$ cat src/rtl/mip_pkg.sv
package mip_pkg;
  localparam int FLIT_W  = 82;
  localparam int NPORT   = 5;
  localparam int TAIL_B  = 0;
  localparam int NP_LO   = 1;
  localparam int DX_LO   = 6;
  localparam int DY_LO   = 9;
  localparam int SX_LO   = 76;
  localparam int SY_LO   = 79;
  localparam int FLD_W   = 3;

  // one-hot bit index of each output direction
  localparam int P_LOCAL = 0;
  localparam int P_NORTH = 1;
  localparam int P_SOUTH = 2;
  localparam int P_WEST  = 3;
  localparam int P_EAST  = 4;

  typedef logic [NPORT-1:0] port_oh_t;
endpackage

$ cat src/rtl/mip_occ_counter.sv
module mip_occ_counter #(
  parameter int DEPTH = 4,
  parameter int CNT_W = 3
) (
  input  logic             clk,
  input  logic             rst_n,
  input  logic             up,
  input  logic             dn,
  output logic [CNT_W-1:0] cnt
);
  localparam logic [CNT_W-1:0] TOP = CNT_W'(DEPTH);

  logic [CNT_W-1:0] cnt_q;

  always_ff @(posedge clk) begin
    if (!rst_n) begin
      cnt_q <= '0;
    end else begin
      unique case ({up, dn})
        2'b10:   if (cnt_q != TOP) cnt_q <= cnt_q + 1'b1;
        2'b01:   if (cnt_q != '0)  cnt_q <= cnt_q - 1'b1;
        default: cnt_q <= cnt_q;
      endcase
    end
  end

  assign cnt = cnt_q;
endmodule

$ cat src/rtl/mip_fifo.sv
module mip_fifo #(
  parameter int DEPTH = 4,
  parameter int W     = 82
) (
  input  logic         clk,
  input  logic         rst_n,
  input  logic         push,
  input  logic         pop,
  input  logic [W-1:0] wdata,
  output logic [W-1:0] rdata
);
  localparam int PTR_W = (DEPTH > 1) ? $clog2(DEPTH) : 1;
  localparam logic [PTR_W-1:0] LAST = PTR_W'(DEPTH - 1);

  logic [W-1:0]     mem [DEPTH];
  logic [PTR_W-1:0] wr_ptr, rd_ptr;

  function automatic logic [PTR_W-1:0] bump(input logic [PTR_W-1:0] p);
    return (p == LAST) ? '0 : p + 1'b1;
  endfunction

  always_ff @(posedge clk) begin
    if (!rst_n) begin
      wr_ptr <= '0;
      rd_ptr <= '0;
    end else begin
      if (push) wr_ptr <= bump(wr_ptr);
      if (pop)  rd_ptr <= bump(rd_ptr);
    end
  end

  always_ff @(posedge clk) begin
    if (push) mem[wr_ptr] <= wdata;
  end

  assign rdata = mem[rd_ptr];
endmodule

$ cat src/rtl/mip_route.sv
module mip_route
  import mip_pkg::*;
#(
  parameter int COORD_W = 3,
  parameter int TRAF_W  = 3
) (
  input  logic [COORD_W-1:0]      my_x,
  input  logic [COORD_W-1:0]      my_y,
  input  logic [COORD_W-1:0]      dst_x,
  input  logic [COORD_W-1:0]      dst_y,
  input  logic [COORD_W-1:0]      src_x,
  input  logic [NPORT*TRAF_W-1:0] traffic,
  output port_oh_t                port_oh
);
  logic [TRAF_W-1:0] lvl [NPORT];

  for (genvar i = 0; i < NPORT; i++) begin : g_lvl
    assign lvl[i] = traffic[i*TRAF_W +: TRAF_W];
  end

  logic              need_x, need_y, west_only;
  port_oh_t          x_oh, y_oh;
  logic [TRAF_W-1:0] x_lvl, y_lvl;

  always_comb begin
    need_x    = (dst_x != my_x);
    need_y    = (dst_y != my_y);
    west_only = (dst_x < src_x);
    x_oh      = '0;
    y_oh      = '0;
    if (dst_x > my_x) begin
      x_oh[P_EAST] = 1'b1;
      x_lvl        = lvl[P_EAST];
    end else begin
      x_oh[P_WEST] = 1'b1;
      x_lvl        = lvl[P_WEST];
    end
    if (dst_y > my_y) begin
      y_oh[P_NORTH] = 1'b1;
      y_lvl         = lvl[P_NORTH];
    end else begin
      y_oh[P_SOUTH] = 1'b1;
      y_lvl         = lvl[P_SOUTH];
    end

    port_oh = '0;
    if (!need_x && !need_y)  port_oh[P_LOCAL] = 1'b1;
    else if (!need_y)        port_oh = x_oh;
    else if (!need_x)        port_oh = y_oh;
    else if (west_only)      port_oh = x_oh;
    else if (y_lvl < x_lvl)  port_oh = y_oh;
    else                     port_oh = x_oh;
  end
endmodule

$ cat src/rtl/mesh_inport.sv
module mesh_inport
  import mip_pkg::*;
#(
  parameter int DEPTH   = 4,
  parameter int COORD_W = 3,
  parameter int TRAF_W  = 3,
  localparam int CNT_W  = $clog2(DEPTH + 1)
) (
  input  logic                    clk,
  input  logic                    rst_n,
  input  logic [COORD_W-1:0]      my_x,
  input  logic [COORD_W-1:0]      my_y,
  input  logic                    in_valid,
  output logic                    in_ready,
  input  logic [FLIT_W-1:0]       in_flit,
  output logic                    stop_out,
  input  logic [NPORT*TRAF_W-1:0] nbr_traffic,
  output logic                    sw_req,
  output logic [NPORT-1:0]        port_req,
  input  logic                    sw_grant,
  output logic [FLIT_W-1:0]       out_flit,
  output logic [CNT_W-1:0]        occupancy
);
  localparam logic [CNT_W-1:0] FULL_LVL = CNT_W'(DEPTH);
  localparam logic [CNT_W-1:0] WARN_LVL = CNT_W'(DEPTH - 1);

  logic              enq, deq;
  logic [CNT_W-1:0]  occ;
  logic [FLIT_W-1:0] head;
  port_oh_t          route_now, route_q, port_sel;
  logic              route_lock;

  assign in_ready = (occ != FULL_LVL);
  assign stop_out = (occ >= WARN_LVL);
  assign sw_req   = (occ != '0);
  assign enq      = in_valid && in_ready;
  assign deq      = sw_req && sw_grant;

  mip_occ_counter #(.DEPTH(DEPTH), .CNT_W(CNT_W)) u_occ (
    .clk (clk),
    .rst_n (rst_n),
    .up  (enq),
    .dn  (deq),
    .cnt (occ)
  );

  mip_fifo #(.DEPTH(DEPTH), .W(FLIT_W)) u_fifo (
    .clk   (clk),
    .rst_n (rst_n),
    .push  (enq),
    .pop   (deq),
    .wdata (in_flit),
    .rdata (head)
  );

  mip_route #(.COORD_W(COORD_W), .TRAF_W(TRAF_W)) u_route (
    .my_x    (my_x),
    .my_y    (my_y),
    .dst_x   (head[DX_LO +: COORD_W]),
    .dst_y   (head[DY_LO +: COORD_W]),
    .src_x   (head[SX_LO +: COORD_W]),
    .traffic (nbr_traffic),
    .port_oh (route_now)
  );

  // packet route lock: set by a granted non-tail flit, cleared by the tail
  always_ff @(posedge clk) begin
    if (!rst_n) begin
      route_lock <= 1'b0;
      route_q    <= '0;
    end else if (deq) begin
      route_lock <= !head[TAIL_B];
      route_q    <= port_sel;
    end
  end

  assign port_sel  = route_lock ? route_q : route_now;
  assign port_req  = sw_req ? port_sel : '0;
  assign out_flit  = {head[FLIT_W-1:NP_LO+NPORT], port_req, head[TAIL_B]};
  assign occupancy = occ;
endmodule

$ cat config.mk
export PLATFORM = sky130hd
export DESIGN_NAME = mesh_inport
export DESIGN_NICKNAME = d
export VERILOG_FILES = /design/src/rtl/mip_pkg.sv /design/src/rtl/mip_occ_counter.sv /design/src/rtl/mip_fifo.sv /design/src/rtl/mip_route.sv /design/src/rtl/mesh_inport.sv
export SDC_FILE = /design/constraint.sdc
export NUM_CORES = 1
export LEC_CHECK = 0
export BUFFER_PORTS_ARGS = -buffer_cell sky130_fd_sc_hd__buf_2
export CAP_MARGIN = 10
export CELL_PAD_IN_SITES_DETAIL_PLACEMENT = 0
export CELL_PAD_IN_SITES_GLOBAL_PLACEMENT = 1
export CORE_MARGIN = 2
export CORE_UTILIZATION = 28
export CTS_CLUSTER_DIAMETER = 120
export CTS_CLUSTER_SIZE = 40
export DETAILED_ROUTE_END_ITERATION = 8
export PLACE_DENSITY_LB_ADDON = 0.1
export SLEW_MARGIN = 20
export SYNTH_ARGS = -nofsm -noshare
export SYNTH_HDL_FRONTEND = slang
export SYNTH_SLANG_ARGS = --single-unit
$ cat constraint.sdc
create_clock -name clk -period 11.6 [get_ports clk]
set_clock_uncertainty 0.2 [all_clocks]
set_input_delay 2.32 -clock clk [delete_from_list [all_inputs] [get_ports clk]]
set_output_delay 2.32 -clock clk [all_outputs]
set_load 0.02 [all_outputs]
==> results by group, run 1 <==
Clock tree
  • CTS tree: built
  • Post_cts resized: 0
  • Total CTS buffers: 12
  • Clk slew on worst S/H paths: 130 ps
  • Worst skew pair latency: 510 ps
  • Hold_buf cts: 0
  • Max H-tree Level: 1
  • Max clock buf depth: 3
  • Root Driver: clkbuf_16
  • Post-CTS setup buffer count: 0
  • Clock Sink Count: 323

Detailed routing
  • Routed Antenna Nets: 0
  • DRT iter0 DRCs: 347
  • Vias per inst: 4.44
  • Routed length per instance: 19.7 um
  • Detailed Route WL: 26.4 mm
  • DRC Markers: 0
  • First-pass DRT Iterations: 4
  • Via count: 5,956

Timing
  • Final setup TNS: 0 ps
  • Hold violation total from the final report: 0
  • Fmax: 124 MHz
  • Pins Over Slew Limit: 0
  • Max transition margin: 52.6%
  • Final Critical Period: 8080 ps
  • Tcrit/Tclk final: 69.6%
  • Final setup viols: 0
  • Worst slew pin tran: 711 ps
  • RSZ-0062 raised after global routing: no

Worst hold path
  • Hold EP: route_q[3]
  • Hold Path Depth: 2
  • HP Start: route_q[3]
  • Hold WC Path Type: flop to flop

GRT
  • Met1 GRT Util: 14.1%
  • Initial antenna violation count: 5
  • Largest net degree at the start of global routing: 47
  • Met2 Use GR: 19.7%
  • M3 GR Usage: 3.66%
  • Total track usage: 11.4%
  • First-pass GRT wire length: 39.0 mm
  • Grt ovf: 0
  • Vias in the first global route: 6,452
  • GRT Max-Usage Layer: met2

Yosys
  • Dominant synthesized flop cell: edfxtp_1
  • Post-synthesis cell area: 12,300 um2
  • Seq/Total Area, Yosys: 77.5%
  • Syn Inst Count: 567
  • Syn Nets: 690
  • Number of distinct library cells after synthesis: 41
  • #FFs+latches synth: 323
  • Syn_area_per_cell: 21.7 um2
  • Yosys top cell by area: edfxtp_1
  • Yosys warning total: 0
  • Most common cell in the netlist: edfxtp_1
  • Post-synth EDFFs: 308
  • Post-synth ARST share: 0%
  • Yosys top cell area share: 75.1%
  • Ranking of synthesized cells by area: edfxtp_1 75%, mux4_2 14%, dfxtp_1 2.4%
  • Synth top cells by count: 308 x edfxtp_1, 77 x mux4_2, 17 x nand2_1, 16 x inv_1

Finish
  • Fillcell total: 4,171
  • Layout area overhead: 16.4%
  • Final net count: 874
  • Seq. cell area: 9560 um2
  • Final core utilization: 33.2%
  • Multi-input gate area: 2590 um2
  • Share of cells above drive strength 1: 40.6%

Worst setup path
  • Arrival time at the worst endpoint: 5560 ps
  • WS Path Type: flop to output port
  • Worst Setup End Kind: output port
  • Crit Path Max Fanout: 32
  • R2R Setup Slk: 6470 ps
  • Crit start category: flop
  • R2R cell count: 11
  • Crit path required time: 9080 ps
  • R2r endpoint: route_q[3]

Flow run
  • Max-cap violations: 0

Place
  • Number of port buffers: 191
  • Hpwl dp: 16.7 mm
  • GP Congestion: 0.775

Floorplan
  • Chip width: 214 um
  • Initial Util: 28.5%
  • Die height: 214 um
  • Top-Level Pins: 200
  • Row count: 76
  • Core area: 43,300 um2
  • Die area: 45,700 um2

Pwr
  • PD cells: 209 nW/um2
  • Pleak: 0.00479 uW
  • Maximum VDD drop: 0.0900 mV

Run status
  • Status: complete, no violations
## flip-flops by register name, summed over array words and instances (netlist names), named ones only
register	cells
u_fifo.rd_ptr	2
u_fifo.mem	308
route_q	5
u_fifo.wr_ptr	2
route_lock	1
u_occ.cnt	3
## cells by family (layout without fill, tap and decap cells)
kind of cell | Yosys count | count (layout) | share of synthesized area, %
flops | 323 | 323 | 77.5
other cells | 0 | 1 | 0
simple gates | 65 | 65 | 2.62
fa+ha+maj | 16 | 16 | 1.69
buf+inv | 44 | 231 | 1.61
mux | 82 | 82 | 14.5
compound gates | 35 | 35 | 1.93
xor+xnor | 2 | 2 | 0.142
## stage by stage
stage	setup WS (ps)	cell area, um2	std cells	hold slack, ps	total power [uW]
6_report	3520	14300	1340	261	2990
5_1_grt	3040	14300	1339	289	3170
4_1_cts	3120	14300	1338	267	3050
3_5_place_dp	3660	13900	1321	248	2490
3_3_place_gp	3720	13900	1321	250	2470
2_1_floorplan	3780	12300	567	236	2170
## worst max-delay path: stages, from the launching register on
cell and delay, ps:
dfxtp_4 670, buf_16 280, buf_4 610, mux4_2 670, ha_1 350, and3b_1 190, o21ai_1 490, mux2i_1 270
ha_1 260, a221o_1 430, or2_4 300, o21ai_1 200, buf_2 200
## cell type report
type	count	area share, %
Clock inverter	4	0.331
Inverter	16	0.419
Sequential cell	323	66.6
Multi-Input combinational cell	200	18.1
Antenna cell	1	0.0174
Timing Repair Buffer	198	7.17
Clock buffer	13	2.27
Tap cell	585	5.10
## worst max path at each step
stage / start / to / slack [ps] / cells past startpoint
floorplan: my_y[2] / port_req[2] / 3780 / 11
global placement: my_y[2] / port_req[1] / 3720 / 11
detailed placement: my_y[2] / port_req[1] / 3660 / 11
CTS: flop / port_req[1] / 3120 / 11
global route: flop / port_req[1] / 3040 / 12
finish: flop / port_req[1] / 3520 / 12
## power by group
group,switching [uW],leakage [uW],internal [uW]
logic,583,0.00166,383
clock network,338,0.000183,213
registers,63.3,0.00295,1410
total,984,0.00479,2010
## per-layer routing
metal	share of wire, %	wire length [um]
met1	42	11100
met2	49	12900
met3	7.5	1980
met4	1.5	387
met5	0.19	51
## placed cells by master, fill, tap and decap left out, types with 6 or more instances in the layout
cell type	instances
a21oi_1	14
buf_2	191
buf_4	6
clkbuf_16	13
dfxtp_1	13
edfxtp_1	308
ha_1	15
inv_1	16
mux4_2	77
nand2_1	17
nand3_1	11
nor2_1	13
Note: power is estimated with default switching activity, not from simulation.
==> run 2, diff against run 1 <==
Clock period 11.6 ns to 6.8 ns, I/O delays scaled along.
==> run 2 against run 1 <==
Against the previous run: critical path type unchanged; sequential power up 69%; worst hold slack better by 8.9 ps; critical endpoint unchanged; largest cell class unchanged; global-route usage up 0.16 points; first-iteration DRC count up 5.8%; largest power group unchanged; design area down 0.14%; highest routed layer unchanged; combinational power up 72%.
==> results by group, run 2 (synthesis results as in run 1) <==
Pwr
  • PD cells: 356 nW/um2
  • Pwr Total: 5100 uW
  • Maximum VDD drop: 0.165 mV
  • Pleak: 0.00478 uW

Detailed routing
  • First-pass DRT Iterations: 4
  • Routed Antenna Nets: 0
  • Routed length per instance: 19.9 um
  • Detailed Route WL: 26.7 mm
  • Via count: 6,028
  • DRT iter0 DRCs: 367
  • Vias per inst: 4.50
  • DRC Markers: 0

Place
  • Hpwl dp: 16.9 mm
  • DP Area: 13,900 um2
  • Placed Cells: 1,322
  • Number of port buffers: 191
  • Dpl ws: 753 ps
  • GP Congestion: 0.813

Timing
  • Final Critical Period: 6330 ps
  • RSZ-0062 raised after global routing: no
  • Max transition margin: 40.6%
  • Hold violation total from the final report: 0
  • PnR worst setup slack: 470 ps
  • Pins Over Slew Limit: 0
  • Final setup viols: 0
  • Fmax: 158 MHz
  • Worst slew pin tran: 891 ps
  • Tcrit/Tclk final: 93.1%
  • Final setup TNS: 0 ps

Clock tree
  • Clk slew on worst S/H paths: 130 ps
  • Root Driver: clkbuf_16
  • Post-CTS setup buffer count: 0
  • Worst skew pair latency: 500 ps
  • Post_cts resized: 0
  • Hold_buf cts: 0
  • CTS tree: built
  • Clock Sink Count: 323
  • Max clock buf depth: 3
  • Max H-tree Level: 1
  • Total CTS buffers: 12

GRT
  • Initial antenna violation count: 7
  • Largest net degree at the start of global routing: 44
  • First-pass GRT wire length: 39.7 mm
  • Vias in the first global route: 6,603
  • Grt ovf: 0
  • Total track usage: 11.6%

Finish
  • Share of cells above drive strength 1: 40.5%
  • Reg with most FFs: u_fifo.mem
  • Final Non-Filler Cells: 1,340
  • Final net count: 874
  • Layout area overhead: 16.3%
  • Fillcell total: 4,138
  • Most frequent cells in the layout: 308 x edfxtp_1, 191 x buf_2, 77 x mux4_2, 17 x nand2_1, 16 x inv_1
  • Most common cell after layout, fill and taps aside: edfxtp_1
  • Final Cell Area: 14,300 um2
  • Number of flip-flops in the largest register: 308

Floorplan
  • Die height: 214 um
  • Die area: 45,700 um2
  • Chip width: 214 um
  • Top-Level Pins: 200
  • Initial Util: 28.5%
  • Row count: 76
  • Core area: 43,300 um2

Worst setup path
  • Crit start category: flop
  • Worst Setup End Kind: output port
  • CP max-delay cell: dfxtp_4
  • Crit path required time: 5240 ps
  • CP cell instances: mux4_2 -> ha_1 -> and3_1 -> a21oi_1 -> mux2_2 -> ha_1 -> a221o_1 -> or2_4 -> o21ai_1 -> buf_2
  • WS Path Type: flop to output port
  • Crit Path Max Fanout: 35
  • Worst path max stage delay: 790 ps
  • Arrival time at the worst endpoint: 4770 ps
  • Crit path top cell by count: ha_1

Run status
  • Status: complete, no violations

Worst hold path
  • HP Start: route_q[0]
  • Hold WC Path Type: flop to flop

Flow run
  • Max-cap violations: 0
run 2: cell count changes in the layout (fill, tap and decap cells not counted):
cell	change
buf_16	-1
buf_4	+1
clkinv_4	-1
diode_2	+1
inv_16	+1
inv_6	+1
inv_8	-2
run 2: report_power, final:
group          switching [uW]  leakage, uW  total (uW)  internal (uW)
combinational            1010      0.00165        1660            645
clock                     579     0.000181         943            364
sequential               88.8      0.00295        2500           2410
run 2: final timing paths:
path	end	slack, ps	cells past startpoint
min	route_q[0]	270	2
max	port_req[1]	470	10
min reg2reg	route_q[0]	270	2
max reg2reg	route_q[3]	2260	9
run 2: through the flow:
| stage | hold WS, ps | utilization [%] |
|---|---|---|
| 6_report | 270 | 33.1 |
| 5_1_grt | 287 | 33.1 |
| 4_1_cts | 271 | 33.1 |
| 3_5_place_dp | 253 | 32.2 |
| 3_3_place_gp | 250 | 32.2 |
| 2_1_floorplan | 236 | - |
run 2: cell type report:
cell class	instances	area [um2]	share of cell area (%)
inverters	16	60.1	0.419
clock inverters	3	45.0	0.314
repair buffers	198	1010	7.04
flip-flops and latches	323	9560	66.7
diodes	2	5.00	0.0349
well taps	585	732	5.11
multi-input cells	200	2590	18.1
clock buffers	13	325	2.27
run 2: routing by layer:
layer,up-vias,GRT usage (%),part of all wire (%)
met3,33,3.63,7.7
met1,3150,14.1,40
met5,-,0,0.27
met2,150,20.2,50
met4,12,2.51,1.6
li1,2683,-,-
run 2: worst max-delay path, delay by kind of cell, from the launching register on:
kind	cells	cell delay, ps
AO/OA/AOI/OAI	3	1140
adder cells (fa/ha/maj)	2	670
buffers and inverters	1	200
flip-flops	1	790
multiplexers	2	850
AND/OR/NAND/NOR	2	580
